## src/rtl/bmu_pkg.sv

```systemverilog
package bmu_pkg;
  localparam int ADDR_W  = 24;
  localparam int DATA_W  = 16;
  localparam int WIN_LEN = 8;

  // control byte bit positions
  localparam int CB_ARM = 0;
  localparam int CB_RWE = 2;
  localparam int CB_RW  = 3;
  localparam int CB_BRK = 4;
  localparam int CB_TAG = 5;
  localparam int CB_ALT = 6;  // data invert (data banks) or size value (size banks)
  localparam int CB_SZE = 7;

  typedef struct packed {
    logic [7:0]        ctrl;
    logic [ADDR_W-1:0] addr;
    logic [DATA_W-1:0] data;
    logic [DATA_W-1:0] mask;
  } cmp_cfg_t;
endpackage

```

## src/rtl/bmu_regbank.sv

```systemverilog
module bmu_regbank
  import bmu_pkg::*;
#(
  parameter int NUM_CMP = 4,
  localparam int SEL_W  = $clog2(NUM_CMP)
) (
  input  logic                       clk,
  input  logic                       rst_n,
  input  logic                       wr,
  input  logic [SEL_W-1:0]           sel,
  input  logic [2:0]                 waddr,
  input  logic [7:0]                 wdata,
  input  logic                       disarm,
  output cmp_cfg_t [NUM_CMP-1:0]     cfg_o,
  output logic [7:0]                 rdata
);
  logic [7:0] view [NUM_CMP][WIN_LEN];

  for (genvar i = 0; i < NUM_CMP; i++) begin : g_bank
    localparam bit HAS_DATA = (i % 2) == 0;
    logic hit_wr;
    assign hit_wr = wr && (sel == SEL_W'(i));

    always_ff @(posedge clk) begin
      if (!rst_n) begin
        cfg_o[i] <= '0;
      end else begin
        if (hit_wr) begin
          case (waddr)
            3'd0: cfg_o[i].ctrl         <= wdata;
            3'd1: cfg_o[i].addr[23:16]  <= wdata;
            3'd2: cfg_o[i].addr[15:8]   <= wdata;
            3'd3: cfg_o[i].addr[7:0]    <= wdata;
            3'd4: if (HAS_DATA) cfg_o[i].data[15:8] <= wdata;
            3'd5: if (HAS_DATA) cfg_o[i].data[7:0]  <= wdata;
            3'd6: if (HAS_DATA) cfg_o[i].mask[15:8] <= wdata;
            default: if (HAS_DATA) cfg_o[i].mask[7:0] <= wdata;
          endcase
        end
        if (disarm) cfg_o[i].ctrl[CB_ARM] <= 1'b0;
      end
    end

    always_comb begin
      view[i][0] = cfg_o[i].ctrl;
      view[i][1] = cfg_o[i].addr[23:16];
      view[i][2] = cfg_o[i].addr[15:8];
      view[i][3] = cfg_o[i].addr[7:0];
      view[i][4] = HAS_DATA ? cfg_o[i].data[15:8] : 8'h00;
      view[i][5] = HAS_DATA ? cfg_o[i].data[7:0]  : 8'h00;
      view[i][6] = HAS_DATA ? cfg_o[i].mask[15:8] : 8'h00;
      view[i][7] = HAS_DATA ? cfg_o[i].mask[7:0]  : 8'h00;
    end
  end

  always_comb begin
    rdata = '0;
    for (int i = 0; i < NUM_CMP; i++)
      if (sel == SEL_W'(i)) rdata = view[i][waddr];
  end
endmodule

```

## src/rtl/bmu_cmp.sv

```systemverilog
module bmu_cmp
  import bmu_pkg::*;
#(
  parameter bit HAS_DATA = 1'b1
) (
  input  cmp_cfg_t          cfg,
  input  logic              bus_valid,
  input  logic [ADDR_W-1:0] bus_addr,
  input  logic [DATA_W-1:0] bus_data,
  input  logic              bus_byte,
  input  logic              bus_read,
  input  logic              bus_fetch,
  output logic              imm_hit,
  output logic              tag_hit
);
  logic armed, tag_mode, addr_eq, rw_ok, size_ok, data_ok;
  logic lane_hi, lane_lo;
  logic [DATA_W-1:0] lanes, diff;

  assign armed    = cfg.ctrl[CB_ARM];
  assign tag_mode = cfg.ctrl[CB_TAG];
  assign addr_eq  = bus_addr == cfg.addr;
  assign rw_ok    = !cfg.ctrl[CB_RWE] || (cfg.ctrl[CB_RW] == bus_read);

  assign lane_hi = !bus_byte || !bus_addr[0];
  assign lane_lo = !bus_byte ||  bus_addr[0];
  assign lanes   = {{8{lane_hi}}, {8{lane_lo}}};
  assign diff    = (bus_data ^ cfg.data) & cfg.mask & lanes;

  if (HAS_DATA) begin : g_data
    assign data_ok = cfg.ctrl[CB_ALT] ? (|diff) : !(|diff);
    assign size_ok = 1'b1;
  end else begin : g_size
    assign data_ok = 1'b1;
    assign size_ok = !cfg.ctrl[CB_SZE] || (cfg.ctrl[CB_ALT] == bus_byte);
  end

  assign imm_hit = bus_valid && armed && !tag_mode && addr_eq && data_ok && size_ok && rw_ok;
  assign tag_hit = bus_valid && armed &&  tag_mode && addr_eq && bus_fetch;
endmodule

```

## src/rtl/bmu_tagq.sv

```systemverilog
module bmu_tagq
  import bmu_pkg::*;
#(
  parameter int DEPTH   = 4,
  parameter int NUM_CMP = 4,
  localparam int IW     = (DEPTH > 1) ? $clog2(DEPTH) : 1
) (
  input  logic               clk,
  input  logic               rst_n,
  input  logic               push,
  input  logic [ADDR_W-1:0]  push_addr,
  input  logic [NUM_CMP-1:0] push_src,
  input  logic               exec_valid,
  input  logic [ADDR_W-1:0]  exec_addr,
  input  logic               flush,
  input  logic               clear,
  output logic [NUM_CMP-1:0] fire_src,
  output logic [DEPTH-1:0]   vld_o
);
  logic [DEPTH-1:0]   vld;
  logic [ADDR_W-1:0]  addr_q [DEPTH];
  logic [NUM_CMP-1:0] src_q  [DEPTH];
  logic [IW-1:0]      hit_idx, free_idx;
  logic               hit_found, free_found, fire;

  always_comb begin
    hit_idx = '0; hit_found = 1'b0;
    free_idx = '0; free_found = 1'b0;
    for (int k = DEPTH - 1; k >= 0; k--) begin
      if (vld[k] && addr_q[k] == exec_addr) begin
        hit_idx = IW'(k); hit_found = 1'b1;
      end
      if (!vld[k]) begin
        free_idx = IW'(k); free_found = 1'b1;
      end
    end
  end

  assign fire     = exec_valid && hit_found && !flush;
  assign fire_src = fire ? src_q[hit_idx] : '0;
  assign vld_o    = vld;

  always_ff @(posedge clk) begin
    if (!rst_n) begin
      vld <= '0;
      for (int k = 0; k < DEPTH; k++) begin
        addr_q[k] <= '0;
        src_q[k]  <= '0;
      end
    end else if (flush || clear) begin
      vld <= '0;
    end else begin
      if (fire) vld[hit_idx] <= 1'b0;
      if (push && free_found) begin
        vld[free_idx]    <= 1'b1;
        addr_q[free_idx] <= push_addr;
        src_q[free_idx]  <= push_src;
      end
    end
  end
endmodule

```

## src/rtl/bus_match_unit.sv

```systemverilog
module bus_match_unit
  import bmu_pkg::*;
#(
  parameter int NUM_CMP   = 4,
  parameter int TAG_DEPTH = 4,
  localparam int SEL_W    = $clog2(NUM_CMP)
) (
  input  logic               clk,
  input  logic               rst_n,
  input  logic [SEL_W-1:0]   win_sel,
  input  logic               reg_wr,
  input  logic [2:0]         reg_addr,
  input  logic [7:0]         reg_wdata,
  output logic [7:0]         reg_rdata,
  input  logic               bus_valid,
  input  logic [ADDR_W-1:0]  bus_addr,
  input  logic [DATA_W-1:0]  bus_data,
  input  logic               bus_byte,
  input  logic               bus_read,
  input  logic               bus_fetch,
  input  logic               exec_valid,
  input  logic [ADDR_W-1:0]  exec_addr,
  input  logic               flush,
  input  logic               brk_en,
  output logic               trig_o,
  output logic [NUM_CMP-1:0] trig_src_o,
  output logic               brk_o
);
  cmp_cfg_t [NUM_CMP-1:0] cfg;
  logic [NUM_CMP-1:0] imm_hit, tag_hit, fire_src, src_nxt, brk_bits, arm_vec;
  logic [TAG_DEPTH-1:0] tag_vld;
  logic brk_hit;

  bmu_regbank #(.NUM_CMP(NUM_CMP)) u_regs (
    .clk(clk), .rst_n(rst_n), .wr(reg_wr), .sel(win_sel), .waddr(reg_addr),
    .wdata(reg_wdata), .disarm(brk_hit), .cfg_o(cfg), .rdata(reg_rdata)
  );

  for (genvar i = 0; i < NUM_CMP; i++) begin : g_cmp
    bmu_cmp #(.HAS_DATA((i % 2) == 0)) u_cmp (
      .cfg(cfg[i]), .bus_valid(bus_valid), .bus_addr(bus_addr), .bus_data(bus_data),
      .bus_byte(bus_byte), .bus_read(bus_read), .bus_fetch(bus_fetch),
      .imm_hit(imm_hit[i]), .tag_hit(tag_hit[i])
    );
    assign brk_bits[i] = cfg[i].ctrl[CB_BRK];
    assign arm_vec[i]  = cfg[i].ctrl[CB_ARM];
  end

  bmu_tagq #(.DEPTH(TAG_DEPTH), .NUM_CMP(NUM_CMP)) u_tags (
    .clk(clk), .rst_n(rst_n), .push(|tag_hit), .push_addr(bus_addr), .push_src(tag_hit),
    .exec_valid(exec_valid), .exec_addr(exec_addr), .flush(flush), .clear(brk_hit),
    .fire_src(fire_src), .vld_o(tag_vld)
  );

  assign src_nxt = imm_hit | fire_src;
  assign brk_hit = brk_en && |(src_nxt & brk_bits);

  always_ff @(posedge clk) begin
    if (!rst_n) begin
      trig_o     <= 1'b0;
      trig_src_o <= '0;
      brk_o      <= 1'b0;
    end else begin
      trig_o     <= |src_nxt;
      trig_src_o <= src_nxt;
      brk_o      <= brk_hit;
    end
  end
endmodule

```

## config.mk

```make
export PLATFORM = sky130hd
export DESIGN_NAME = bus_match_unit
export DESIGN_NICKNAME = d
export VERILOG_FILES = /design/src/rtl/bmu_pkg.sv /design/src/rtl/bmu_regbank.sv /design/src/rtl/bmu_cmp.sv /design/src/rtl/bmu_tagq.sv /design/src/rtl/bus_match_unit.sv
export SDC_FILE = /design/constraint.sdc
export NUM_CORES = 1
export LEC_CHECK = 0
export BUFFER_PORTS_ARGS = -buffer_cell sky130_fd_sc_hd__buf_2
export CORE_ASPECT_RATIO = 1.5
export CORE_MARGIN = 3
export CORE_UTILIZATION = 55
export DETAILED_ROUTE_END_ITERATION = 10
export PLACE_DENSITY = 0.77
export SLEW_MARGIN = 20
export SYNTH_ARGS = -nofsm -noshare
export SYNTH_HDL_FRONTEND = slang
export SYNTH_HIERARCHICAL = 1
export SYNTH_SLANG_ARGS = --single-unit
```

## constraint.sdc

```tcl
create_clock -name clk -period 8.2 [get_ports clk]
set_clock_uncertainty 0.1 [all_clocks]
set_input_delay 1.64 -clock clk [delete_from_list [all_inputs] [get_ports clk]]
set_output_delay 1.64 -clock clk [all_outputs]
set_load 0.02 [all_outputs]
```

### Word level (Yosys, flattened, before mapping)

Memory sizes are Yosys's and may differ from the RTL's.
Cells that the tools add are included.
W data, S select, Z words.

* register bits: 202
* bits in writable memories: 112
* input bits: 87
* output and inout port bits: 14
* logic and storage cells: 236
* memories: 2

Memory list
* u_tags.addr_q: words 4, bits a word 24, read ports 4, clocked after Yosys merged registers in 0, wr ports 4, RTL line bmu_tagq.sv:21 `logic [ADDR_W-1:0] addr_q [DEPTH];`
* u_tags.src_q: words 4, bits a word 4, read ports 1, clocked after Yosys merged registers in 0, wr ports 4, RTL line bmu_tagq.sv:22 `logic [NUM_CMP-1:0] src_q [DEPTH];`

* order comparisons: 5
* equal/unequal tests: 23
* multiplexer cells: 54
* bitwise gates (word level): 14
* reductions and logical operators: 106

Operators with widths (count)
* $eq A24 B24 Y1: 8
* $bmux W8 S3: 4
* $mux W8: 12
* $and A16 B16 Y16: 4
* $reduce_and A2 Y1: 24
* $logic_and A1 B1 Y1: 46
* $reduce_or A16 Y1: 2
* $xor A16 B16 Y16: 2
* $mux W24: 1
* $mux W4: 6
* $reduce_or A24 Y1: 1
* $mux W2: 10
* $mux W1: 19
* $reduce_or A4 Y1: 4
* $logic_not A1 Y1: 15
* $eq A3 B3 Y1 const B: 3
* $logic_or A1 B1 Y1: 9
* $and A4 B4 Y4: 2
* $or A4 B4 Y4: 2
* $reduce_or A7 Y1: 1
* $eq A1 B1 Y1: 6
* $eq A3 B2 Y1 const B: 2
* $lt A2 B3 Y1 const B: 2
* $demux W1 S2: 2
* other kinds (11): 15

### Longest topological paths before layout

An unclocked memory read counts as a cell.

* depth after elaboration: 20
* depth in mapped cells: 19
* mapped depth without buffers: 16

### Modules after synthesis

The synthesis kept the hierarchy.

Modules (own cells, without submodules)
* bmu_regbank: instances 1, cells an instance 1024, area an instance 9714.3 um^2, sequential area each 3843.7 um^2
* bmu_tagq: instances 1, cells an instance 433, area an instance 5610.4 um^2, sequential area each 3443.3 um^2
* bmu_cmp (g_cmp[0].u_cmp ...): instances 2, cells an instance 68, area an instance 545.5 um^2, sequential area each 0.0 um^2
* bmu_cmp (g_cmp[1].u_cmp ...): instances 2, cells an instance 42, area an instance 337.8 um^2, sequential area each 0.0 um^2
* bus_match_unit: instances 1, cells an instance 22, area an instance 222.7 um^2, sequential area each 120.1 um^2

### Worst setup path before layout

Ideal clock, no wire load.

* path kind: input-to-reg
* from: input port exec_addr[18]
* to: memory u_tags.addr_q[0][0] (enable)
* setup time: 0.452 ns
* arrival time: 5.856 ns
* required time: 7.648 ns
* setup slack: 1.792 ns
* cell stages on the path: 13
* buffers on the path: 1
* path through: clkbuf_1 xnor2_1 nand4_1 nor4_2 nor2_1 a221oi_1 a2111oi_2 o21ai_0 a41oi_1 nor2_1 and2_1 nand2_1 o21ai_0

RTL lines
* start: declaration: RTL line bus_match_unit.sv:22 `input logic [ADDR_W-1:0] exec_addr,`
* end: declaration: RTL line bmu_tagq.sv:21

==> impl_metrics.py <==
metrics = {
    "synthesis": {
        "syn-instance-count": 1634,
        "syn_nets": 1721,
        "avgSynthCellArea_um2": 10.3,
        "synth_area_um2": 16800,
        "synth_warnings": 6,
    },
    "floorplan": {
        "dieArea_um2": 32800,
        "initial_core_util_pct": 56.4,
        "top_level_ports": 101,
        "die_h_um": 220,
        "rows": 77,
        "dieWidth_um": 149,
        "core_area_um2": 29900,
    },
    "worst_setup_path": {
        "worstPathArrival_ns": 6.32,
        "rr_startpoint": "u_tags/addr_q[1][2]$_SDFFCE_PN0P_",
        "path_max_fanout": 29,
        "crit_buf_inv": 4,
        "crit_type": "in -> reg",
        "setup.worst_path.start": "exec_addr[2]",
        "worst_setup_path_end_kind": "flip-flop",
        "path_common_cell": "buf_4",
        "critPathSlowestCell": "nor4_2",
        "critPathRequiredTime_ns": 8.34,
        "critical_path.top_delay_family": "simple AND/OR/NAND/NOR gates",
        "cpPeakStageDelay_ns": 0.59,
        "worstPathCellList": "buf_2 -> xor2_1 -> nor4_1 -> nand3_1 -> nor4_2 -> nor2_1 -> a221oi_1 -> a2111oi_2 -> o21ai_0 -> a41oi_1 -> nor2_1 -> and2_1 -> nand2_1 -> a41oi_2 -> buf_4 -> and2_1 -> nor2b_1 -> buf_4 -> nand2b_1 -> buf_4",
        "critPathLaunchType": "input pin",
    },
    "sta": {
        "rsz0062_at_grt": "false",
        "min_period_ns": 6.19,
        "finalHoldViolCount": 0,
        "max_freq_mhz": 162,
        "fin_hold_ws_ns": 0.375,
        "maxSlewViolCount": 0,
        "finalSetupTns_ns": 0,
        "finalSetupViolCount": 0,
        "worst-slew-pin-transition_ns": 1.11,
        "finalCritPeriodShare_pct": 75.5,
        "relSlewSlack_pct": 26.2,
    },
    "global_routing": {
        "use_met3_pct": 5.06,
        "met1_usage_pct": 35.8,
        "grt_pass1_vias": 12900,
        "gr-max-usage-layer": "met2",
        "grt_max_degree": 116,
        "grt_pass1_wl_mm": 78.7,
        "grt_overflow": 0,
        "globalRouteTotalUtil_pct": 31.9,
        "grtUsageMet2_pct": 56.1,
        "antenna_found_initial": 2,
    },
    "clock_network": {
        "cts_setup_buffers": 0,
        "max-clock-path-buffers": 3,
        "htree_levels": 1,
        "hold_buffers": 0,
        "cts.clk_slew.worst_paths_ns": 0.06,
        "cts_sinks": 314,
        "clk_latency_ns": 0.58,
        "numCtsBuffers": 30,
        "root_buffer": "clkbuf_16",
        "post_cts_resized": 0,
        "cts_tree": "done",
    },
    "placement": {
        "placed_area_um2": 17500,
        "hpwlAfterDp_mm": 37.0,
        "io_buffers": 100,
        "place_congestion": 0.985,
    },
    "layout": {
        "fill_cells": 2471,
        "multiInputGateArea_um2": 8910,
        "area_growth_pct": 10.1,
        "regArea_um2": 7410,
        "drive_gt1_share_pct": 13.6,
        "fin_nets": 1765,
        "post-route-cell-area_um2": 18500,
    },
    "run_status": {
        "status": "finished clean",
    },
    "hold_path": {
        "hold_path_class": "reg -> reg",
        "hp-start": "u_regs/cfg_o[121]$_SDFFE_PN0P_",
    },
    "drt": {
        "routedWlPerCell_um": 25.6,
        "wl_mm": 53.6,
        "drc": 0,
        "avgViaCountPerCell": 6.26,
        "ant_nets": 0,
        "drtIter0Drc": 1322,
        "vias": 13100,
        "drtPass1Iterations": 5,
    },
    "pwr": {
        "ir_worst_vdd_mv": 0.190,
        "powerDensity_nw_per_um2": 185,
        "power.leakage_nw": 6.82,
    },
    "run": {
        "maxCapViolCount": 0,
    },
}
placed cells by master (no fill, tap or decap), types with 6 or more instances in the layout:
master and count:
a21boi_0 102, a21oi_1 15, a22oi_1 30, and2_1 115
and3_1 9, buf_2 98, buf_4 22, clkbuf_1 7
clkbuf_16 31, clkinv_1 6, dfxtp_1 202, edfxtp_1 112
mux2_2 7, mux2i_1 119, mux4_2 30, nand2_1 145
nand3_1 105, nand4_1 37, nor2_1 14, nor2b_1 100
nor3_1 17, nor4_1 20, nor4_2 11, o21ai_0 37
xnor2_1 72, xor2_1 158
sequential cells by signal (all words and copies together), names as in the netlist:
register,flops
trig_o,1
brk_o,1
u_tags/addr_q,96
u_regs/cfg_o,192
u_tags/vld_o,4
u_tags/src_q,16
trig_src_o,4
path summary, 6_finish.rpt:
kind	to	slack (ns)	depth (start not counted)
worst max-delay path	u_tags/addr_q[2][6]$_SDFFCE_PN0P_	2.01	20
worst min-delay path	u_regs/cfg_o[121]$_SDFFE_PN0P_	0.38	2
worst max register to register	u_tags/addr_q[2][6]$_SDFFCE_PN0P_	2.78	19
worst min register to register	u_regs/cfg_o[121]$_SDFFE_PN0P_	0.38	2
worst register-to-register path, stage by stage, from the launching register on:
cell and delay [ns]:
edfxtp_1 0.42, xor2_1 0.19, nor4_1 0.47, nand3_1 0.15, nor4_2 0.59, nor2_1 0.15
a221oi_1 0.35, a2111oi_2 0.15, o21ai_0 0.26, a41oi_1 0.23, nor2_1 0.17, and2_1 0.18
nand2_1 0.15, a41oi_2 0.18, buf_4 0.29, and2_1 0.21, nor2b_1 0.14, buf_4 0.25
nand2b_1 0.14, buf_4 0.34
cell type report:
type | instances | area share [%]
flip-flops and latches | 314 | 40.0
inverters | 5 | 0.101
repair buffers | 120 | 3.54
diodes | 1 | 0.0135
clock buffers | 40 | 4.48
clock inverters | 16 | 1.11
multi-input cells | 1207 | 48.1
well taps | 395 | 2.67
per-stage QoR:
stage	power, mW	util [%]	worst slack (ns)	cells
2_1_floorplan	1.87	-	1.79	1634
6_report	3.44	62.0	2.01	2098
3_3_place_gp	1.99	58.6	1.61	2041
4_1_cts	3.44	62.0	2.07	2097
5_1_grt	3.52	62.0	1.53	2097
3_5_place_dp	2.00	58.6	1.50	2041
power by group:
group | internal (mW) | switching [mW] | leakage (nW)
clock network | 0.864 | 0.599 | 0.493
logic | 0.105 | 0.209 | 3.58
registers | 1.64 | 0.0201 | 2.75
total | 2.61 | 0.828 | 6.82
routing by layer:
metal / wire length (um) / share of wire [%]
met1: 18500 / 35
met2: 26500 / 49
met3: 4440 / 8.3
met4: 4110 / 7.7
met5: 13 / 0.024
(Power assumes the default switching activity.)
